## src/rtl/drq_pkg.sv

```systemverilog
`timescale 1ns/1ps
package drq_pkg;
  localparam int DESC_SHIFT = 4;
  localparam int LEN_W      = 16;
  localparam int EOP_BIT    = 16;
  localparam int DONE_BIT   = 17;
  localparam int IRQ_BIT    = 18;

  typedef enum logic [1:0] {
    SEL_BASE = 2'd0,
    SEL_SIZE = 2'd1,
    SEL_HEAD = 2'd2,
    SEL_TAIL = 2'd3
  } reg_sel_e;

  typedef enum logic [2:0] {
    ST_IDLE,
    ST_RD_ADDR,
    ST_WT_ADDR,
    ST_RD_CTRL,
    ST_WT_CTRL,
    ST_XFER,
    ST_WB
  } eng_state_e;
endpackage

```

## src/rtl/drq_regs.sv

```systemverilog
`timescale 1ns/1ps
module drq_regs import drq_pkg::*; #(
  parameter int NQ        = 3,
  parameter int MAX_SLOTS = 256,
  parameter int AW        = 32,
  parameter int QW        = 2,
  parameter int IW        = 8
) (
  input  logic                   clk_i,
  input  logic                   rst_ni,
  input  logic                   reg_we_i,
  input  logic [QW-1:0]          reg_q_i,
  input  logic [1:0]             reg_sel_i,
  input  logic [AW-1:0]          reg_wdata_i,
  output logic [AW-1:0]          reg_rdata_o,
  input  logic                   adv_i,
  input  logic [QW-1:0]          adv_q_i,
  output logic [NQ-1:0][AW-1:0]  base_o,
  output logic [NQ-1:0][IW-1:0]  tail_o,
  output logic [NQ-1:0]          pending_o
);
  localparam int SW = $clog2(MAX_SLOTS + 1);

  logic [NQ-1:0][SW-1:0] size_w;
  logic [NQ-1:0][IW-1:0] head_w;
  reg_sel_e sel;
  logic size_ok;

  assign sel     = reg_sel_e'(reg_sel_i);
  assign size_ok = (reg_wdata_i >= AW'(2)) && (reg_wdata_i <= AW'(MAX_SLOTS));

  for (genvar g = 0; g < NQ; g++) begin : g_q
    logic [AW-1:0] base_r;
    logic [SW-1:0] size_r;
    logic [IW-1:0] head_r, tail_r, tail_nxt;
    logic          hit, head_ok;

    assign hit      = reg_we_i && (reg_q_i == QW'(g));
    assign head_ok  = reg_wdata_i < AW'(size_r);
    assign tail_nxt = (SW'(tail_r) == size_r - SW'(1)) ? '0 : tail_r + IW'(1);

    always_ff @(posedge clk_i or negedge rst_ni) begin
      if (!rst_ni) begin
        base_r <= '0;
        size_r <= SW'(MAX_SLOTS);
        head_r <= '0;
        tail_r <= '0;
      end else begin
        if (hit && sel == SEL_BASE) base_r <= reg_wdata_i;
        if (hit && sel == SEL_SIZE && size_ok) begin
          size_r <= reg_wdata_i[SW-1:0];
          head_r <= '0;
          tail_r <= '0;
        end else begin
          if (hit && sel == SEL_HEAD && head_ok) head_r <= reg_wdata_i[IW-1:0];
          if (adv_i && adv_q_i == QW'(g)) tail_r <= tail_nxt;
        end
      end
    end

    assign base_o[g]    = base_r;
    assign tail_o[g]    = tail_r;
    assign size_w[g]    = size_r;
    assign head_w[g]    = head_r;
    assign pending_o[g] = head_r != tail_r;
  end

  always_comb begin
    reg_rdata_o = '0;
    if (int'(reg_q_i) < NQ) begin
      unique case (sel)
        SEL_BASE: reg_rdata_o = base_o[reg_q_i];
        SEL_SIZE: reg_rdata_o = AW'(size_w[reg_q_i]);
        SEL_HEAD: reg_rdata_o = AW'(head_w[reg_q_i]);
        SEL_TAIL: reg_rdata_o = AW'(tail_o[reg_q_i]);
        default:  reg_rdata_o = '0;
      endcase
    end
  end
endmodule

```

## src/rtl/drq_rr_arb.sv

```systemverilog
`timescale 1ns/1ps
module drq_rr_arb #(
  parameter int NQ = 3,
  parameter int QW = 2
) (
  input  logic          clk_i,
  input  logic          rst_ni,
  input  logic [NQ-1:0] req_i,
  input  logic          take_i,
  output logic [NQ-1:0] gnt_o,
  output logic [QW-1:0] idx_o,
  output logic          valid_o
);
  logic [QW-1:0] last_q;
  int c;

  // search starts one past the queue served last
  always_comb begin
    gnt_o   = '0;
    idx_o   = '0;
    valid_o = 1'b0;
    c       = 0;
    for (int off = 1; off <= NQ; off++) begin
      c = int'(last_q) + off;
      if (c >= NQ) c = c - NQ;
      if (!valid_o && req_i[c]) begin
        valid_o  = 1'b1;
        idx_o    = QW'(c);
        gnt_o[c] = 1'b1;
      end
    end
  end

  always_ff @(posedge clk_i or negedge rst_ni) begin
    if (!rst_ni)     last_q <= QW'(NQ - 1);
    else if (take_i) last_q <= idx_o;
  end
endmodule

```

## src/rtl/drq_seq.sv

```systemverilog
`timescale 1ns/1ps
module drq_seq import drq_pkg::*; #(
  parameter int NQ = 3,
  parameter int AW = 32,
  parameter int QW = 2
) (
  input  logic             clk_i,
  input  logic             rst_ni,
  input  logic             gnt_valid_i,
  input  logic [QW-1:0]    gnt_idx_i,
  input  logic [AW-1:0]    start_addr_i,
  output logic             take_o,
  output logic             mem_req_o,
  output logic             mem_we_o,
  output logic [AW-1:0]    mem_addr_o,
  output logic [63:0]      mem_wdata_o,
  input  logic             mem_gnt_i,
  input  logic             mem_rvalid_i,
  input  logic [63:0]      mem_rdata_i,
  output logic             xfer_req_o,
  output logic [QW-1:0]    xfer_q_o,
  output logic [63:0]      xfer_addr_o,
  output logic [LEN_W-1:0] xfer_len_o,
  output logic             xfer_eop_o,
  input  logic             xfer_ack_i,
  input  logic [LEN_W-1:0] xfer_len_i,
  output logic             adv_o,
  output logic [QW-1:0]    adv_q_o,
  output logic [NQ-1:0]    irq_o
);
  eng_state_e       state_q;
  logic [QW-1:0]    q_q;
  logic [AW-1:0]    daddr_q;
  logic [63:0]      buf_q, ctl_q;
  logic [LEN_W-1:0] rlen_q;
  logic [NQ-1:0]    irq_q;

  always_comb begin
    take_o      = (state_q == ST_IDLE) && gnt_valid_i;
    mem_req_o   = (state_q == ST_RD_ADDR) || (state_q == ST_RD_CTRL) || (state_q == ST_WB);
    mem_we_o    = state_q == ST_WB;
    mem_addr_o  = (state_q == ST_RD_ADDR) ? daddr_q : daddr_q + AW'(8);
    mem_wdata_o = {ctl_q[63:IRQ_BIT], 1'b1, ctl_q[EOP_BIT], rlen_q};
    xfer_req_o  = state_q == ST_XFER;
    xfer_q_o    = q_q;
    xfer_addr_o = buf_q;
    xfer_len_o  = ctl_q[LEN_W-1:0];
    xfer_eop_o  = ctl_q[EOP_BIT];
    adv_o       = (state_q == ST_WB) && mem_gnt_i;
    adv_q_o     = q_q;
    irq_o       = irq_q;
  end

  always_ff @(posedge clk_i or negedge rst_ni) begin
    if (!rst_ni) begin
      state_q <= ST_IDLE;
      q_q     <= '0;
      daddr_q <= '0;
      buf_q   <= '0;
      ctl_q   <= '0;
      rlen_q  <= '0;
      irq_q   <= '0;
    end else begin
      irq_q <= '0;
      unique case (state_q)
        ST_IDLE: if (gnt_valid_i) begin
          q_q     <= gnt_idx_i;
          daddr_q <= start_addr_i;
          state_q <= ST_RD_ADDR;
        end
        ST_RD_ADDR: if (mem_gnt_i) state_q <= ST_WT_ADDR;
        ST_WT_ADDR: if (mem_rvalid_i) begin
          buf_q   <= mem_rdata_i;
          state_q <= ST_RD_CTRL;
        end
        ST_RD_CTRL: if (mem_gnt_i) state_q <= ST_WT_CTRL;
        ST_WT_CTRL: if (mem_rvalid_i) begin
          ctl_q   <= mem_rdata_i;
          state_q <= ST_XFER;
        end
        ST_XFER: if (xfer_ack_i) begin
          rlen_q  <= xfer_len_i;
          state_q <= ST_WB;
        end
        ST_WB: if (mem_gnt_i) begin
          if (ctl_q[IRQ_BIT]) irq_q[q_q] <= 1'b1;
          state_q <= ST_IDLE;
        end
        default: state_q <= ST_IDLE;
      endcase
    end
  end
endmodule

```

## src/rtl/desc_ring_engine.sv

```systemverilog
`timescale 1ns/1ps
module desc_ring_engine import drq_pkg::*; #(
  parameter int NQ        = 3,
  parameter int MAX_SLOTS = 256,
  parameter int AW        = 32,
  localparam int QW       = (NQ > 1) ? $clog2(NQ) : 1
) (
  input  logic             clk_i,
  input  logic             rst_ni,
  input  logic             reg_we_i,
  input  logic [QW-1:0]    reg_q_i,
  input  logic [1:0]       reg_sel_i,
  input  logic [AW-1:0]    reg_wdata_i,
  output logic [AW-1:0]    reg_rdata_o,
  output logic             mem_req_o,
  output logic             mem_we_o,
  output logic [AW-1:0]    mem_addr_o,
  output logic [63:0]      mem_wdata_o,
  input  logic             mem_gnt_i,
  input  logic             mem_rvalid_i,
  input  logic [63:0]      mem_rdata_i,
  output logic             xfer_req_o,
  output logic [QW-1:0]    xfer_q_o,
  output logic [63:0]      xfer_addr_o,
  output logic [15:0]      xfer_len_o,
  output logic             xfer_eop_o,
  input  logic             xfer_ack_i,
  input  logic [15:0]      xfer_len_i,
  output logic [NQ-1:0]    irq_o
);
  localparam int IW = (MAX_SLOTS > 1) ? $clog2(MAX_SLOTS) : 1;

  logic [NQ-1:0][AW-1:0] base_w;
  logic [NQ-1:0][IW-1:0] tail_w;
  logic [NQ-1:0]         pending_w, gnt_w;
  logic [QW-1:0]         gnt_idx_w, adv_q_w;
  logic                  gnt_valid_w, take_w, adv_w;
  logic [AW-1:0]         start_addr_w;

  assign start_addr_w = base_w[gnt_idx_w] + (AW'(tail_w[gnt_idx_w]) << DESC_SHIFT);

  drq_regs #(.NQ(NQ), .MAX_SLOTS(MAX_SLOTS), .AW(AW), .QW(QW), .IW(IW)) u_regs (
    .clk_i, .rst_ni, .reg_we_i, .reg_q_i, .reg_sel_i, .reg_wdata_i, .reg_rdata_o,
    .adv_i(adv_w), .adv_q_i(adv_q_w), .base_o(base_w), .tail_o(tail_w),
    .pending_o(pending_w)
  );

  drq_rr_arb #(.NQ(NQ), .QW(QW)) u_arb (
    .clk_i, .rst_ni, .req_i(pending_w), .take_i(take_w),
    .gnt_o(gnt_w), .idx_o(gnt_idx_w), .valid_o(gnt_valid_w)
  );

  drq_seq #(.NQ(NQ), .AW(AW), .QW(QW)) u_seq (
    .clk_i, .rst_ni, .gnt_valid_i(gnt_valid_w), .gnt_idx_i(gnt_idx_w),
    .start_addr_i(start_addr_w), .take_o(take_w),
    .mem_req_o, .mem_we_o, .mem_addr_o, .mem_wdata_o, .mem_gnt_i, .mem_rvalid_i,
    .mem_rdata_i, .xfer_req_o, .xfer_q_o, .xfer_addr_o, .xfer_len_o, .xfer_eop_o,
    .xfer_ack_i, .xfer_len_i, .adv_o(adv_w), .adv_q_o(adv_q_w), .irq_o
  );
endmodule

```

## config.mk

```make
export PLATFORM = sky130hd
export DESIGN_NAME = desc_ring_engine
export DESIGN_NICKNAME = d
export VERILOG_FILES = /design/src/rtl/drq_pkg.sv /design/src/rtl/drq_regs.sv /design/src/rtl/drq_rr_arb.sv /design/src/rtl/drq_seq.sv /design/src/rtl/desc_ring_engine.sv
export SDC_FILE = /design/constraint.sdc
export NUM_CORES = 1
export LEC_CHECK = 0
export BUFFER_PORTS_ARGS = -buffer_cell sky130_fd_sc_hd__buf_2
export CAP_MARGIN = 20
export CELL_PAD_IN_SITES_DETAIL_PLACEMENT = 1
export CELL_PAD_IN_SITES_GLOBAL_PLACEMENT = 1
export CORE_MARGIN = 5
export CORE_UTILIZATION = 42
export CTS_BUF_LIST = sky130_fd_sc_hd__clkbuf_4
export CTS_CLUSTER_DIAMETER = 40
export DETAILED_ROUTE_END_ITERATION = 16
export PLACE_DENSITY = 0.81
export SYNTH_ARGS = -nofsm -noshare
export SYNTH_HDL_FRONTEND = slang
export SYNTH_HIERARCHICAL = 1
export SYNTH_SLANG_ARGS = --single-unit
```

## constraint.sdc

```tcl
create_clock -name clk_i -period 5.1 [get_ports clk_i]
set_clock_uncertainty 0.1 [all_clocks]
set_input_delay 0.255 -clock clk_i [delete_from_list [all_inputs] [get_ports clk_i]]
set_output_delay 0.255 -clock clk_i [all_outputs]
set_load 0.01 [all_outputs]
```

==> qor.csv, run 1 <==
metric,value,unit
relSlewSlack,0.212,
syn_avg_cell_area,10.8,um2
rsz0062_at_grt,true,
antenna_found_initial,8,
cts_sinks,356,
combPwrFrac,0.450,
peakVddDrop,0.385,mV
cts-htree-levels,3,
grt_usage,0.286,
timing.fmax,195,MHz
switchingPower,0.00543,W
violations,negative setup slack,
die_w,226,um
drc,0,
vias_per_cell,5.68,
wirelength,75.6,mm
drive_gt1_frac,0.380,
tightestPinTransition,1.18,ns
setup.worst_path.end,u_seq/daddr_q[27]$_DFFE_PN0P_,
crit_top_cell,o211ai_1,
r2r_cells,20,
die-area,51200,um2
clk_pin_slew,0.07,ns
slowest_delay,0.47,ns
drt_first_pass_iters,5,
crit_slowest_cell,a222oi_1,
post-dp-hpwl,48.4,mm
finalPower,0.0132,W
cts_made_buffers,101,
grt_pass1_wl,113,mm
area_growth,26.4,%
rr_endpoint,u_seq/daddr_q[27]$_DFFE_PN0P_,
ant_nets,0,
die_h,226,um
fin_nets,2496,
preCtsSetupSlack,-0.134,ns
num_io_pins,339,
crit_type,reg -> reg,
critPathMaxFanout,7,
cap_violations,0,
r2r_start,u_regs/g_q[1].head_r[6]$_DFFE_PN0P_,
finalSetupViolCount,1,
worst-path-stages,20,
period_share,1.00,
yosys_warnings,6,
finalHoldViolCount,0,
crit_path_end_kind,flop,
tritoncts,built,
rows,79,
seq_area,8910,um2
synth_area,19700,um2
netSwitchingFraction,0.412,
n_fill_cell,5113,
layout_setup_ws,-0.0211,ns
drtIter0Drc,1055,
num_vias,17100,
first_global_vias,19200,
status,"complete, but fails checks",
core_area,46500,um2
grt-ovfl-total,0,
worstPathRequired,5.69,ns
start_kind,flop,
multi_input_area,10200,um2
slew_viol_final,0,
crit_arrival,5.71,ns
critPathTopFamily,simple AND/OR/NAND/NOR gates,
crit_buf_inv,3,
grt_start_max_net_pins,110,
r2r_setup_slack,-0.02,ns
synth_nets,1977,
power_frac_clock,0.207,
period_needed,5.12,ns
power_density,531,nW/um2
routabilityCongestion,0.907,
crit_chain,xor2_1 > nor4_2 > nand2_2 > mux2_2 > a222oi_1 > nand4_1 > buf_6 > nand2_8 > buf_6 > mux2i_1 > o21ai_1 > ha_1 > buf_4 > o211ai_1 > o211ai_1 > o211ai_1 > nor4_4 > nand4_1 > xnor2_1 > mux2_2,
cp-startpoint,u_regs/g_q[1].head_r[6]$_DFFE_PN0P_,
clk_latency,0.86,ns
seqPwrFrac,0.343,
syn-instance-count,1812,
power.leakage,11.8,nW
cts_buffer_depth,3,
start_util,0.423,
hp-class,in -> reg,
routedWlPerCell,25.1,um
intPower,0.00776,W
cts-root-buf,clkbuf_4,
io_buffers,337,
[through the flow]
step	utilization	instance area [um2]	hold WS (ns)	instances	TNS (ns)
finish	0.535	24900	0.0934	3013	-0.0211
CTS	0.530	24600	0.000998	2994	0
detailed placement	0.475	22100	0.198	2693	-0.994
floorplan	-	19700	-0.141	1812	0
global placement	0.475	22100	0.198	2693	0
global route	0.535	24900	0.0363	3012	-1.55
[registers in the layout (all words and copies together), names as in the netlist]
| name | cells |
|---|---|
| u_seq/state_q | 3 |
| u_seq/rlen_q | 16 |
| u_arb/last_q | 2 |
| u_seq/xfer_addr_o | 64 |
| u_seq/adv_q_o | 2 |
| u_regs/g_q.head_r | 24 |
| u_seq/irq_o | 3 |
| u_regs/g_q.base_r | 96 |
| u_regs/g_q.tail_r | 24 |
| u_regs/g_q.size_r | 27 |
| u_seq/ctl_q | 63 |
| u_seq/daddr_q | 32 |
[layer usage]
metal	GRT usage	vias to the layer above	wire length, um
met1	0.307	8625	26800
met2	0.503	693	38800
met3	0.0820	264	5200
li1	-	7513	-
met4	0.163	4	4840
met5	0	-	25
[power by group through the flow]
stage / Combinational (W) / Sequential, W / Clock [W]
after floorplan: 0.00308 / 0.00456 / 0
final: 0.00594 / 0.00452 / 0.00273
after global routing: 0.00631 / 0.00463 / 0.00295
after CTS: 0.00552 / 0.00446 / 0.00273
after detailed placement: 0.00530 / 0.00447 / 0
after global placement: 0.00509 / 0.00438 / 0
[area by class of cell]
class / count / area share
flip-flops and latches: 356 / 0.359
well taps: 607 / 0.0306
multi-input cells: 1292 / 0.411
clock inverters: 23 / 0.00488
repair buffers: 529 / 0.142
inverters: 51 / 0.00770
diodes: 6 / 0.000604
clock buffers: 149 / 0.0450
[timing repair]
action | 4_1_cts | 5_1_grt
resized for setup | 3 | 38
hold buffers | 121 | 0
gates cloned | 2 | 1
endpoints found under the setup margin | 16 | 20
pin swaps | 3 | 23
setup buffers | 6 | 11
hold endpoints to repair | 590 | 0
[placed cells by master, fill, tap and decap left out, drive strengths merged, types with 42 or more instances in the layout]
cell type    count
buf            409
clkbuf         149
inv             55
mux2           265
nand3           43
ha              42
xnor2           52
dlygate4sd3    120
mux2i          126
xor2            51
dfrtp          352
nor2           119
o21ai           96
nand2          129
a21oi           82
[worst min-delay path: stages]
cell and delay [ns]:
dlygate4sd3_1 0.51, buf_2 0.10, mux2_2 0.13
[how the worst min path moves through the flow]
stage,startpoint,endpoint,cells after the start
5_1_grt,mem_rdata_i[47],u_seq/xfer_addr_o[47]$_DFFE_PN0P_,3
2_1_floorplan,rst_ni,u_arb/last_q[0]$_DFFE_PN0P_,0
4_1_cts,xfer_len_i[0],u_seq/rlen_q[0]$_DFFE_PN0P_,3
3_5_place_dp,rst_ni,u_regs/g_q[0].base_r[29]$_DFFE_PN0P_,1
6_report,xfer_len_i[2],u_seq/rlen_q[2]$_DFFE_PN0P_,3
3_3_place_gp,rst_ni,u_regs/g_q[2].base_r[29]$_DFFE_PN0P_,1
Note: power is estimated with default switching activity, not from simulation.
==> run 2, diff against run 1 <==
CELL_PAD_IN_SITES_DETAIL_PLACEMENT = 0   (was 1)
==> qor.csv, run 2 (synthesis gave the netlist of run 1 again) <==
metric,value,unit
hold_depth,3,
start_kind,flop,
cap_violations,0,
grt-ovfl-total,0,
r2r_cells,20,
critPathMaxFanout,6,
final_cell_area,25400,um2
cts-root-buf,clkbuf_4,
drive_gt1_frac,0.370,
rr_endpoint,u_seq/daddr_q[26]$_DFFE_PN0P_,
crit_type,reg -> reg,
crit_arrival,5.51,ns
largest_register,u_regs/g_q.base_r,
finalSetupViolCount,0,
final_cell_mix,"dfrtp_1 (352), buf_2 (335), mux2_2 (262), dlygate4sd3_1 (169), clkbuf_4 (133)",
grt_pass1_wl,99.7,mm
finalHoldViolCount,0,
r2r_setup_slack,0.19,ns
status,"complete, no violations",
multi_input_area,10200,um2
layout_setup_ws,0.185,ns
num_vias,16700,
relSlewSlack,0.219,
hp-class,in -> reg,
num_io_pins,339,
clk_latency,0.87,ns
start_util,0.423,
io_buffers,337,
die-area,51200,um2
core_area,46500,um2
cp-startpoint,u_regs/g_q[1].head_r[4]$_DFFE_PN0P_,
ant_nets,0,
fin_nets,2553,
vias_per_cell,5.46,
cts_sinks,356,
grt_usage,0.248,
period_share,0.964,
peakVddDrop,0.407,mV
die_w,226,um
setup.worst_path.end,u_seq/daddr_q[26]$_DFFE_PN0P_,
first_global_vias,17400,
clk_pin_slew,0.07,ns
routabilityCongestion,0.907,
largest_register_ffs,96,
worstPathRequired,5.69,ns
drc,0,
area_growth,29.3,%
r2r_start,u_regs/g_q[1].head_r[4]$_DFFE_PN0P_,
timing.fmax,203,MHz
min_from,mem_rdata_i[44],
preCtsSetupSlack,0.0516,ns
grt_start_max_net_pins,110,
n_fill_cell,4000,
cts_buffer_depth,3,
postPlaceCellArea,22100,um2
slew_viol_final,0,
rows,79,
post-dp-hpwl,43.9,mm
seq_area,8910,um2
power_density,509,nW/um2
cts_made_buffers,100,
period_needed,4.91,ns
drt_first_pass_iters,6,
antenna_found_initial,1,
wirelength,66.1,mm
cts-htree-levels,3,
crit_path_end_kind,flop,
routedWlPerCell,21.5,um
power.leakage,12.0,nW
drtIter0Drc,1103,
rsz0062_at_grt,true,
tightestPinTransition,1.17,ns
final_common_cell,dfrtp_1,
tritoncts,built,
die_h,226,um
run 2: changes by cell type in the layout (fill, tap and decap cells not counted), moves of 3 or more:
cell,delta
diode_2,-4
clkinv_1,+16
buf_6,-4
buf_4,+12
nand2_1,-3
o21ai_0,-3
dlygate4sd3_1,+49
clkbuf_4,-16
run 2: how the worst min path moves through the flow:
stage / to / slack [ns]
floorplan: u_arb/last_q[0]$_DFFE_PN0P_ / -0.14
global placement: u_regs/g_q[2].base_r[29]$_DFFE_PN0P_ / 0.20
detailed placement: u_regs/g_q[0].base_r[29]$_DFFE_PN0P_ / 0.20
CTS: u_seq/xfer_addr_o[25]$_DFFE_PN0P_ / 0.002
global route: u_seq/xfer_addr_o[14]$_DFFE_PN0P_ / 0.04
finish: u_seq/xfer_addr_o[44]$_DFFE_PN0P_ / 0.11
run 2: power breakdown:
group | switching, W | internal (W)
registers | 0.000707 | 0.00374
logic | 0.00309 | 0.00281
clock network | 0.00130 | 0.00128
run 2: layout make-up:
| cell class | instances | area share |
|---|---|---|
| sequential | 356 | 0.351 |
| timing repair buffer | 588 | 0.162 |
| tap | 607 | 0.0299 |
| clock buffer | 133 | 0.0393 |
| inverter | 51 | 0.00753 |
| clock inverter | 41 | 0.00901 |
| multi-input combinational | 1291 | 0.402 |
| antenna | 2 | 0.000197 |
run 2: routing by layer:
layer | vias up | track usage | share of wire
met2 | 604 | 0.433 | 0.51
li1 | 7658 | - | -
met1 | 8283 | 0.286 | 0.37
met4 | 0 | 0.111 | 0.046
met3 | 200 | 0.0651 | 0.069
met5 | - | 0 | 0
run 2: worst max-delay path, cell delays in order (launching register included):
cell	delay (ns)
dfrtp_1	0.42
xor2_1	0.15
nor4_1	0.30
nand2_1	0.19
mux2_4	0.31
a222oi_1	0.44
buf_4	0.21
nand2_4	0.05
o21ai_4	0.16
nor2b_4	0.32
buf_12	0.16
nand2_1	0.05
o21ai_1	0.08
ha_1	0.30
a21o_1	0.19
a21o_1	0.20
a221oi_4	0.38
nor2_4	0.10
and4b_1	0.21
xor2_1	0.14
mux2_4	0.27
run 2: stage by stage:
stage	TNS [ns]	utilization	hold WS (ns)	cells	power, W
after floorplan	0	-	-0.141	1812	0.00764
after global placement	0	0.475	0.198	2693	0.00948
after detailed placement	0	0.475	0.201	2693	0.00962
after CTS	0	0.539	0.00160	3040	0.0124
after global routing	-0.803	0.547	0.0432	3068	0.0137
final	0	0.547	0.106	3069	0.0129
run 2: repair_timing:
| item | CTS | global route |
|---|---|---|
| pin swaps | 0 | 20 |
| hold endpoints to repair | 590 | 0 |
| buffers inserted | 3 | 24 |
| cloned | 0 | 3 |
| endpoints found under the setup margin | 4 | 20 |
| hold buffers | 170 | 0 |
| gates resized for setup | 1 | 44 |
==> run 3, diff against run 2 <==
SETUP_SLACK_MARGIN = 0.15   (was not set)
clock period = 4.4 ns   (was 5.1 ns; I/O delays follow)
==> qor.csv, run 3 (synthesis gave the netlist of run 1 again) <==
metric,value,unit
worstPathRequired,4.96,ns
drtIter0Drc,1345,
tns,-3.96,ns
start_util,0.423,
ant_nets,0,
final_cell_mix,"dfrtp_1 (352), buf_2 (335), mux2_2 (261), dlygate4sd3_1 (160), clkbuf_4 (146)",
crit_arrival,5.26,ns
period_share,1.07,
hold_ws,0.0727,ns
crit_slowest_cell,dfrtp_1,
finalHoldViolCount,0,
area_growth,31.2,%
violations,negative setup slack,
start_kind,flop,
fin_nets,2598,
cts_sinks,356,
tightestPinTransition,1.09,ns
drc,0,
netSwitchingFraction,0.387,
crit_buf_inv,3,
clk_pin_slew,0.08,ns
num_io_pins,339,
tritoncts,built,
final_common_cell,dfrtp_1,
antenna_found_initial,4,
crit_type,reg -> reg,
post-dp-hpwl,44.4,mm
cts-htree-levels,3,
num_vias,17000,
peakVddDrop,0.481,mV
clk_latency,0.84,ns
finalSetupViolCount,21,
switchingPower,0.00589,W
cap_violations,0,
status,"complete, but fails checks",
critPathTopFamily,simple AND/OR/NAND/NOR gates,
largest_register_ffs,96,
slowest_delay,0.39,ns
power.leakage,12.3,nW
die_h,226,um
largest_register,u_regs/g_q.base_r,
seqPwrFrac,0.338,
io_buffers,337,
vias_per_cell,5.45,
rsz0062_at_grt,true,
core_area,46500,um2
relSlewSlack,0.268,
crit_path_end_kind,flop,
rows,79,
combPwrFrac,0.458,
power_frac_clock,0.203,
die-area,51200,um2
n_fill_cell,3993,
crit_chain,xor2_1 > nor4_1 > nand2_1 > mux2_4 > a222oi_1 > buf_4 > nand4_1 > nand2_2 > clkbuf_16 > mux2i_1 > nor2_1 > a21oi_2 > buf_4 > fa_2 > nor2b_1 > o31a_1 > a221oi_4 > nor2_4 > and4b_1 > xor2_1 > mux2_2,
cts_buffer_depth,3,
intPower,0.00935,W
routabilityCongestion,0.922,
layout_setup_ws,-0.298,ns
grt_start_max_net_pins,121,
timing.fmax,213,MHz
critPathMaxFanout,8,
cts-root-buf,clkbuf_4,
routedWlPerCell,21.2,um
drive_gt1_frac,0.390,
grt_pass1_wl,101,mm
drt_first_pass_iters,5,
grt-ovfl-total,0,
die_w,226,um
grt_usage,0.251,
slew_viol_final,0,
cts_made_buffers,97,
first_global_vias,17900,
period_needed,4.70,ns
wirelength,66.2,mm
hp-class,in -> reg,
power_density,590,nW/um2
[run 3: cell count changes in the layout (fill, tap and decap cells not counted), moves of 5 or more]
cell / delta
buf_4: +58
dlygate4sd3_1: -9
nand2_1: +5
clkinv_1: -12
clkbuf_4: +13
[run 3: worst paths after layout]
| path | startpoint | endpoint | slack, ns | cells past startpoint |
|---|---|---|---|---|
| worst max-delay path | u_regs/g_q[0].tail_r[4]$_DFFE_PN0P_ | u_seq/daddr_q[26]$_DFFE_PN0P_ | -0.30 | 21 |
| worst min-delay path | mem_rdata_i[43] | u_seq/xfer_addr_o[43]$_DFFE_PN0P_ | 0.07 | 3 |
| worst max register to register | u_regs/g_q[0].tail_r[4]$_DFFE_PN0P_ | u_seq/daddr_q[26]$_DFFE_PN0P_ | -0.30 | 21 |
| worst min register to register | u_seq/ctl_q[20]$_DFFE_PN0P_ | u_seq/ctl_q[20]$_DFFE_PN0P_ | 0.41 | 1 |
| max in group asynchronous | rst_ni | u_seq/xfer_addr_o[14]$_DFFE_PN0P_ | 3.07 | 4 |
| min in group asynchronous | rst_ni | u_regs/g_q[2].size_r[8]$_DFFE_PN1P_ | 0.42 | 3 |
[run 3: metrics by stage]
step	setup WS [ns]	instances	utilization	power [W]	instance area, um2
global placement	-0.228	2765	0.487	0.0115	22600
CTS	-0.239	3106	0.552	0.0150	25600
finish	-0.298	3120	0.555	0.0152	25800
detailed placement	-0.359	2765	0.487	0.0117	22600
global route	-0.557	3120	0.555	0.0162	25800
floorplan	-0.529	1812	-	0.00892	19800
[run 3: cell type report]
cell class | instances | area, um2 | share of cell area
Sequential cell | 356 | 8910 | 0.345
Timing Repair Buffer | 637 | 4450 | 0.172
Tap cell | 607 | 759 | 0.0294
Inverter | 51 | 191 | 0.00742
Clock buffer | 146 | 1100 | 0.0425
Antenna cell | 4 | 10.0 | 0.000388
Multi-Input combinational cell | 1290 | 10200 | 0.396
Clock inverter | 29 | 168 | 0.00650
[run 3: what timing repair did]
action	CTS	global route
setup endpoints to repair	23	24
hold endpoints to repair	657	0
pin swaps	6	12
hold buffers	161	0
cloned	1	1
resized for setup	15	18
setup buffers	4	9
[run 3: tightest hold or removal path, cell delays in order]
cell and delay (ns):
dlygate4sd3_1 0.51, buf_2 0.11, mux2_2 0.13
[run 3: layer usage]
layer	GRT usage	up-vias	share of wire
li1	-	7737	-
met1	0.298	8380	0.38
met2	0.436	718	0.51
met3	0.0596	181	0.072
met4	0.112	0	0.047
met5	0	-	0
[run 3: power by group through the flow]
stage | Combinational [W] | Clock (W) | Sequential (W)
2_1_floorplan | 0.00363 | 0 | 0.00529
3_3_place_gp | 0.00639 | 0 | 0.00508
3_5_place_dp | 0.00651 | 0 | 0.00514
4_1_cts | 0.00679 | 0.00315 | 0.00510
5_1_grt | 0.00754 | 0.00336 | 0.00529
6_report | 0.00698 | 0.00310 | 0.00516
